[config.mk]
export PLATFORM = sky130hd
export DESIGN_NAME = vsc_mon
export DESIGN_NICKNAME = d
export VERILOG_FILES = /design/src/rtl/vsc_pkg.sv /design/src/rtl/vsc_hold_mon.sv /design/src/rtl/vsc_frame_mon.sv /design/src/rtl/vsc_sat_cnt.sv /design/src/rtl/vsc_mon.sv
export SDC_FILE = /design/constraint.sdc
export NUM_CORES = 1
export LEC_CHECK = 0
export BUFFER_PORTS_ARGS = -buffer_cell sky130_fd_sc_hd__buf_2
export CORE_ASPECT_RATIO = 0.5
export CORE_MARGIN = 4
export CORE_UTILIZATION = 50
export DETAILED_ROUTE_END_ITERATION = 8
export PLACE_DENSITY = 0.82
export SLEW_MARGIN = 20
export SYNTH_ARGS = -nofsm -noshare
export SYNTH_HDL_FRONTEND = slang
export SYNTH_SLANG_ARGS = --single-unit
[constraint.sdc]
create_clock -name clk -period 7.2 [get_ports clk]
set_clock_uncertainty 0.2 [all_clocks]
set_input_delay 0.36 -clock clk [delete_from_list [all_inputs] [get_ports clk]]
set_output_delay 0.36 -clock clk [all_outputs]
set_load 0.05 [all_outputs]
[src/rtl/vsc_pkg.sv]
package vsc_pkg;
   localparam int ERR_N       = 7;
   localparam int ERR_HOLD    = 0;
   localparam int ERR_RETRACT = 1;
   localparam int ERR_SOF_REP = 2;
   localparam int ERR_EOL_REP = 3;
   localparam int ERR_PREFRM  = 4;
   localparam int ERR_SHORT   = 5;
   localparam int ERR_LONG    = 6;
   typedef logic [ERR_N-1:0] err_vec_t;
endpackage

[src/rtl/vsc_hold_mon.sv]
module vsc_hold_mon #(
   parameter int PW = 10
) (
   input  logic          clk,
   input  logic          rst_n,
   input  logic          valid,
   input  logic          ready,
   input  logic [PW-1:0] payload,
   output logic          hold_hit,
   output logic          retract_hit,
   output logic          beat
);
   logic          pend_q;
   logic [PW-1:0] prev_q;

   initial assert (PW >= 3) else $error("vsc_hold_mon: PW too small");

   always_ff @(posedge clk) begin
      if (!rst_n) begin
         pend_q <= 1'b0;
         prev_q <= '0;
      end else begin
         pend_q <= valid & ~ready;
         prev_q <= payload;
      end
   end

   always_comb begin
      beat        = valid & ready;
      hold_hit    = pend_q & valid & (payload != prev_q);
      retract_hit = pend_q & ~valid;
   end
endmodule

[src/rtl/vsc_frame_mon.sv]
module vsc_frame_mon #(
   parameter int WW        = 12,
   parameter bit WIDTH_CHK = 1'b1
) (
   input  logic          clk,
   input  logic          rst_n,
   input  logic          beat,
   input  logic          sof,
   input  logic          eol,
   input  logic          chk_en,
   input  logic [WW-1:0] exp_width,
   output logic          sof_rep,
   output logic          eol_rep,
   output logic          prefrm,
   output logic          short_ln,
   output logic          long_ln
);
   localparam int PSW = WW + 1;

   logic prev_sof_q, prev_eol_q, seen_sof_q;

   initial assert (WW >= 1) else $error("vsc_frame_mon: WW must be positive");

   always_ff @(posedge clk) begin
      if (!rst_n) begin
         prev_sof_q <= 1'b0;
         prev_eol_q <= 1'b0;
         seen_sof_q <= 1'b0;
      end else if (beat) begin
         prev_sof_q <= sof;
         prev_eol_q <= eol;
         if (sof) seen_sof_q <= 1'b1;
      end
   end

   always_comb begin
      sof_rep = beat & sof & prev_sof_q;
      eol_rep = beat & eol & prev_eol_q;
      prefrm  = beat & ~sof & ~seen_sof_q;
   end

   generate
      if (WIDTH_CHK) begin : g_width
         logic [PSW-1:0] pos_q;
         logic [PSW-1:0] idx;
         logic [PSW-1:0] expw;
         always_comb begin
            expw = {1'b0, exp_width};
            if (sof)                idx = PSW'(1);
            else if (&pos_q)        idx = pos_q;
            else                    idx = pos_q + PSW'(1);
            short_ln = beat & chk_en & eol & (idx < expw);
            long_ln  = beat & chk_en & ~eol & (expw != '0) & (idx >= expw);
         end
         always_ff @(posedge clk) begin
            if (!rst_n)     pos_q <= '0;
            else if (beat)  pos_q <= eol ? '0 : idx;
         end
      end else begin : g_nowidth
         always_comb begin
            short_ln = 1'b0;
            long_ln  = 1'b0;
         end
      end
   endgenerate
endmodule

[src/rtl/vsc_sat_cnt.sv]
module vsc_sat_cnt #(
   parameter int CW = 16
) (
   input  logic          clk,
   input  logic          rst_n,
   input  logic          inc,
   output logic [CW-1:0] count
);
   initial assert (CW >= 1) else $error("vsc_sat_cnt: CW must be positive");

   always_ff @(posedge clk) begin
      if (!rst_n)                count <= '0;
      else if (inc && !(&count)) count <= count + CW'(1);
   end
endmodule

[src/rtl/vsc_mon.sv]
module vsc_mon
   import vsc_pkg::*;
#(
   parameter int DW        = 24,
   parameter int WW        = 12,
   parameter int CW        = 16,
   parameter bit WIDTH_CHK = 1'b1
) (
   input  logic             clk,
   input  logic             rst_n,
   input  logic [DW-1:0]    s_tdata,
   input  logic             s_tvalid,
   input  logic             s_tready,
   input  logic             s_tuser,
   input  logic             s_tlast,
   input  logic [ERR_N-1:0] err_mask,
   input  logic             err_clr,
   input  logic             width_chk_en,
   input  logic [WW-1:0]    exp_width,
   output logic [ERR_N-1:0] err_flags,
   output logic             err_any,
   output logic [CW-1:0]    sof_count,
   output logic [CW-1:0]    eol_count
);
   localparam int PW   = DW + 2;
   localparam int NCNT = 2;

   initial assert (DW >= 1) else $error("vsc_mon: DW must be positive");

   logic     beat;
   err_vec_t hit;
   err_vec_t flags_q;
   logic [NCNT-1:0] cnt_inc;
   logic [CW-1:0]   cnt_val [NCNT];

   vsc_hold_mon #(.PW(PW)) u_hold (
      .clk         (clk),
      .rst_n       (rst_n),
      .valid       (s_tvalid),
      .ready       (s_tready),
      .payload     ({s_tuser, s_tlast, s_tdata}),
      .hold_hit    (hit[ERR_HOLD]),
      .retract_hit (hit[ERR_RETRACT]),
      .beat        (beat)
   );

   vsc_frame_mon #(.WW(WW), .WIDTH_CHK(WIDTH_CHK)) u_frame (
      .clk       (clk),
      .rst_n     (rst_n),
      .beat      (beat),
      .sof       (s_tuser),
      .eol       (s_tlast),
      .chk_en    (width_chk_en),
      .exp_width (exp_width),
      .sof_rep   (hit[ERR_SOF_REP]),
      .eol_rep   (hit[ERR_EOL_REP]),
      .prefrm    (hit[ERR_PREFRM]),
      .short_ln  (hit[ERR_SHORT]),
      .long_ln   (hit[ERR_LONG])
   );

   always_ff @(posedge clk) begin
      if (!rst_n || err_clr) flags_q <= '0;
      else                   flags_q <= flags_q | hit;
   end

   assign cnt_inc = {beat & s_tlast, beat & s_tuser};

   generate
      for (genvar g = 0; g < NCNT; g++) begin : g_cnt
         vsc_sat_cnt #(.CW(CW)) u_cnt (
            .clk   (clk),
            .rst_n (rst_n),
            .inc   (cnt_inc[g]),
            .count (cnt_val[g])
         );
      end
   endgenerate

   always_comb begin
      err_flags = flags_q;
      err_any   = |(flags_q & ~err_mask);
      sof_count = cnt_val[0];
      eol_count = cnt_val[1];
   end
endmodule

After elaboration in Yosys (flattened, before gate mapping). Cells that the tools add are included.

Output and inout port bits: 40. Bits in registers: 82. Logic and storage cells: 55.

Equality and inequality tests: 1. Bitwise operators: 25. $add $sub $neg: 3. Order comparisons: 2. Reduce and logical (&&, ||, !) cells: 12. Mux-type cells: 3.

Operators by type and width (count): 13-bit two-way mux (3); 16-bit by 1-bit adder with 16-bit output (second input constant) (2); 16-bit AND reduction (2); 26-bit != test (1); 1-bit AND (17); 13-bit by 1-bit adder with 13-bit output (second input constant) (1); 13-bit by 12-bit >= comparator with 1-bit output (1); 13-bit by 12-bit < comparator with 1-bit output (1); 13-bit AND reduction (1); 12-bit nonzero test (1); 7-bit AND (1); 7-bit inverter (1); 7-bit bitwise OR (1); 7-bit OR reduction (1); 1-bit inverter (5); 1-bit logical NOT (3); 1-bit logical AND (2); 2-bit AND reduction (1); 1-bit logical OR (1).

Longest topological paths before layout.
Word-level depth: 6. Depth in mapped cells: 13. Gate-level depth less buffers: 12.

By module. Synthesis repeated with hierarchy kept, for this count alone.

Cells, all modules: 511. Area total of the unflattened synthesis: 4351.7 um2.

By module, submodules not included: vsc_sat_cnt (cells each 95, times used 2, area each 799.5 um2); vsc_frame_mon (cells each 192, times used 1, area each 1463.9 um2); vsc_hold_mon (cells each 95, times used 1, area each 1022.2 um2); vsc_mon (cells each 34, times used 1, area each 266.5 um2).

Least setup slack after synthesis. OpenSTA, ideal clock, no wires.

Path type: register to register. Start: register u_frame.g_width.pos_q[0]. End: register flags_q[6], in the netlist err_flags[6]. Arrival time: 2.434 ns. Cell stages (with the launch flop): 12. Period minus slack after synthesis: 2.762 ns. Path buffers: 0. Data required time: 6.872 ns. Path slack: 4.438 ns. Cell sequence: dfxtp_1 -> ha_1 -> and3_2 -> a311oi_4 -> nand4_1 -> xnor2_1 -> nor2_1 -> ha_1 -> a221oi_1 -> o211ai_1 -> a21oi_1 -> a21oi_1.

Longest elaborated chain between the ends: 6. Elaborated cells between the ends (all ways): 7.

RTL lines: from (decl) (line vsc_frame_mon.sv:44) `logic [PSW-1:0] pos_q;`; from (signal assigned) (line vsc_frame_mon.sv:57) `else if (beat) pos_q <= eol ? '0 : idx;`; 13-bit by 1-bit adder with 13-bit output or 13-bit AND reduction (tied branches) (line vsc_frame_mon.sv:51, vsc_frame_mon.sv:50); 13-bit two-way mux * (line vsc_frame_mon.sv:50) `else if (&pos_q) idx = pos_q;`; 13-bit two-way mux * (line vsc_frame_mon.sv:49) `if (sof) idx = PSW'(1);`; 13-bit by 12-bit >= comparator with 1-bit output * (line vsc_frame_mon.sv:53) `long_ln = beat & chk_en & ~eol & (expw != '0) & (idx >= expw);`; 1-bit AND * (line vsc_frame_mon.sv:53); 7-bit bitwise OR * (line vsc_mon.sv:64) `else flags_q <= flags_q | hit;`; to (signal assigned) (line vsc_mon.sv:64); to (decl) (line vsc_mon.sv:32) `err_vec_t flags_q;`.

Mark *: on every way between the ends. The rest lies on a longest branch, timed or not. A chain may end at the register's enable or synchronous reset.

Final worst setup path.
Start: register u_frame.g_width.pos_q[1]. End: register flags_q[6], in the netlist err_flags[6].

The elaborated chain is that of the path after synthesis.

==> metrics.md <==
| Metric | Value |
|---|---|
| DRC violations left | `0` |
| Hold Fails Final Rpt | `0` |
| Largest net degree at the start of global routing | `39` |
| Vias in the first global route | `between 3,000 and 4,000` |
| Gr ovfl total | `0` |
| Final min period | `3.16 ns` |
| Hpwl dp | `7.18 mm` |
| CTS Root Cell | `clkbuf_16` |
| Slack of the critical path | `4.04 ns` |
| Final nets | `~640` |
| Detailed-route wire length | `9.61 mm` |
| Fraction of power spent switching nets | `0.226` |
| Multiplexer share of the synthesized area | `0.00719` |
| Via count | `3,728` |
| Pins Over Slew Limit | `0` |
| Num ports | `91` |
| WL per Instance | `around 14 um` |
| Vias per cell | `5.42` |
| Area Growth Syn to Fin | `18.4%` |
| Number of diodes | `0` |
| Initial Utilization | `0.518` |
| Async S/R FF share, synth | `0` |
| Sequential area share after synthesis | `0.393` |
| VDD IR max | `0.143 mV` |
| Post-Synth Simple-Gate Area | `0.256` |
| Main combinational cell family by area after synthesis | `simple AND/OR/NAND/NOR gates` |
| Post-Synth XOR/XNOR Area | `0.113` |
| CTS tree | `yes` |
| Number of buffers created by CTS | `9` |
| # Post-CTS Setup Buffers | `0` |
| Core area | `0.00806 sq mm` |
| Area after DPL | `0.00466 sq mm` |
| Seq pwr share | `0.481` |
| Comb power frac | `0.077` |
| Switching power | `221 uW` |
| Post-synth net total | `between 500 and 600` |
| Outcome | `complete, no violations` |
| Synth area leader | `dfxtp_1` |
| Worst slew pin tran | `0.660 ns` |
| Iteration-0 DRC Markers | `273` |
| Post-Layout Inst Area | `a little under 0.005 sq mm` |
| Share of cells above drive strength 1 | `0.193` |
| Ys Warns | `0` |
| Die span in y | `72.6 um` |
| Kind of critical path | `flip-flop to flip-flop` |
| Worst Path Arrival | `3.21 ns` |
| Global-route wire length before repair | `15.7 mm` |
| Antenna-violating nets left | `0` |
| Max_cap viols | `0` |
| RSZ-0062 raised after global routing | `false` |
| Cell Int Power | `approximately 760 uW` |
| Clock Latency Late Sink | `~0.33 ns` |
| DIE WIDTH | `137 um` |
| Largest cells by area after synthesis | `dfxtp_1 39%, xor2_1 6.1%, xnor2_1 5.2%, nor2_1 4.8%, ha_1 4.5%` |
| Most common cell in the netlist | `dfxtp_1` |
| First drt pass iteration count | `5` |
| HP Class | `primary input to flip-flop` |
| Synth top cells by count | `82 x dfxtp_1, 53 x nor2_1, 31 x a21oi_1` |
| Final worst-path cycle share | `0.439` |
| CTS clk-pin slew, worst paths | `around 0.06 ns` |
| PwrDens | `198 mW/mm^2` |
| Final Setup Violations | `0` |
| Worst relative slew slack | `0.559` |
| Cell count after synthesis | `around 500` |
| Yosys cell types | `54` |
| Area share of the largest cell type after synthesis | `0.393` |
| Required time of the critical path | `7.25 ns` |
| Post_cts resized | `0` |
| Post-synth EDFFs | `0` |
| CTS H-tree lvls | `3` |
| Synth Register Bits | `82` |
| Die area | `0.00997 sq mm` |
| Clock Power Share | `0.442` |
| Setup TNS | `0 ns` |
| Row cnt | `23` |
| Cts hold-fix bufs | `0` |
| Compound-Gate Fraction of Synth Area | `0.134` |
| Dpl ws | `4.09 ns` |
| Antenna violations before repair | `0` |
| Startpoint types | `flip-flop` |
| CP endpoint kind | `flip-flop` |
| Crit path max fanout | `13` |
| # clock sinks | `82` |
| Final Wtd Congestion | `~0.9` |
| Syn_area_per_cell | `between 8 and 9 sq um` |
| Gr usage total | `0.196` |
| Top_reg_cell synth | `dfxtp_1` |
| Max Fclk | `316 MHz` |
| Final Non-Filler Cells | `slightly below 700` |
| Post-Synth Adder-Cell Area | `0.0449` |
| Leak | `0.00211 uW` |
| Buffers on Ports | `90` |
| Placed cells | `672` |
| Clock Tree Buf Depth | `2` |
| Post-Synthesis Cell Area | `0.00418 sq mm` |
==> area by class of cell <==
type	instances	area, sq um
Clock buffer	14	274
Sequential cell	82	1640
Inverter	29	109
Tap cell	112	140
Timing Repair Buffer	90	450
Clock inverter	2	10.0
Multi-Input combinational cell	359	2320
Fill cell	741	3110
==> power groups by stage <==
| stage | sequential [uW] | clock (uW) | combinational [uW] |
|---|---|---|---|
| final | 471 | 432 | 75.0 |
| after global routing | 471 | 462 | 83.5 |
| after CTS | 471 | 444 | 75.2 |
| after detailed placement | 480 | 0 | 74.8 |
| after global placement | 480 | 0 | 73.4 |
| after floorplan | 484 | 0 | 43.8 |
==> worst max-delay path: stages, from the launching register on <==
cell and delay, ns:
dfxtp_1 0.39, ha_1 0.24, and3_2 0.28, nand4_1 0.46, nand3_1 0.30, xor2_1 0.17
nor2_1 0.07, ha_1 0.30, nand4_1 0.15, o31ai_1 0.27, o211ai_1 0.12, a21oi_1 0.14
==> layer usage <==
layer / GRT usage / vias up / wire length [um]
met3: 0.0406 / 10 / 559
met1: 0.254 / 1731 / 4430
met4: 0.0531 / 0 / 116
met2: 0.336 / 93 / 4500
li1: - / 1894 / -
met5: 0 / - / 0
==> final timing paths <==
check | start | endpoint | slack [ns] | cells past startpoint
max | u_frame.g_width.pos_q[1]$_SDFFE_PN0P_ | err_flags[6]$_SDFF_PP0_ | 4.04 | 11
min | s_tready | u_hold.pend_q$_SDFF_PN0_ | 0.04 | 2
max reg2reg | u_frame.g_width.pos_q[1]$_SDFFE_PN0P_ | err_flags[6]$_SDFF_PP0_ | 4.04 | 11
min reg2reg | u_frame.seen_sof_q$_SDFFE_PN0P_ | u_frame.seen_sof_q$_SDFFE_PN0P_ | 0.27 | 2
==> cell families (layout without fill, tap and decap cells) <==
logic type | count (synthesis) | after routing
AOI/OAI and AO/OA | 88 | 88
adders and majority gates | 15 | 15
DFF | 82 | 82
muxes | 3 | 3
xor gates and xnor gates | 54 | 54
and+or+nand+nor | 199 | 199
buffers and inverters | 48 | 135
==> flip-flops by register name, summed over array words and instances, names as in the netlist <==
| register | flops |
|---|---|
| u_hold.pend_q | 1 |
| u_frame.prev_eol_q | 1 |
| err_flags | 7 |
| u_hold.prev_q | 26 |
| u_frame.g_width.pos_q | 13 |
| g_cnt.u_cnt.count | 32 |
| u_frame.prev_sof_q | 1 |
| u_frame.seen_sof_q | 1 |
==> metrics by stage <==
stage | total power, uW | utilization | hold slack [ns]
final | 978 | 0.614 | 0.0376
after global routing | 1020 | 0.614 | 0.0349
after CTS | 989 | 0.614 | 0.0232
after detailed placement | 555 | 0.578 | 0.263
after global placement | 553 | 0.578 | 0.257
after floorplan | 527 | - | 0.238
==> cells in the final DEF (no fill, tap or decap), types with 4 or more instances in the layout <==
cell type,synthesis,layout
ha_1,15,15
and3_1,9,9
clkbuf_16,0,9
o22ai_1,4,4
a21oi_1,31,31
or3_1,7,7
xnor2_1,25,25
nand4_1,19,19
nand2_1,21,21
nor2_1,53,53
nor3_1,10,10
xor2_1,29,29
nand3_1,23,23
and4_1,7,7
a31oi_1,7,7
buf_2,3,90
nor4_1,10,10
o21ai_0,18,18
inv_1,28,28
dfxtp_1,82,82
and2_1,28,28
o21a_1,4,4
Power figures use the tool's default switching activity.
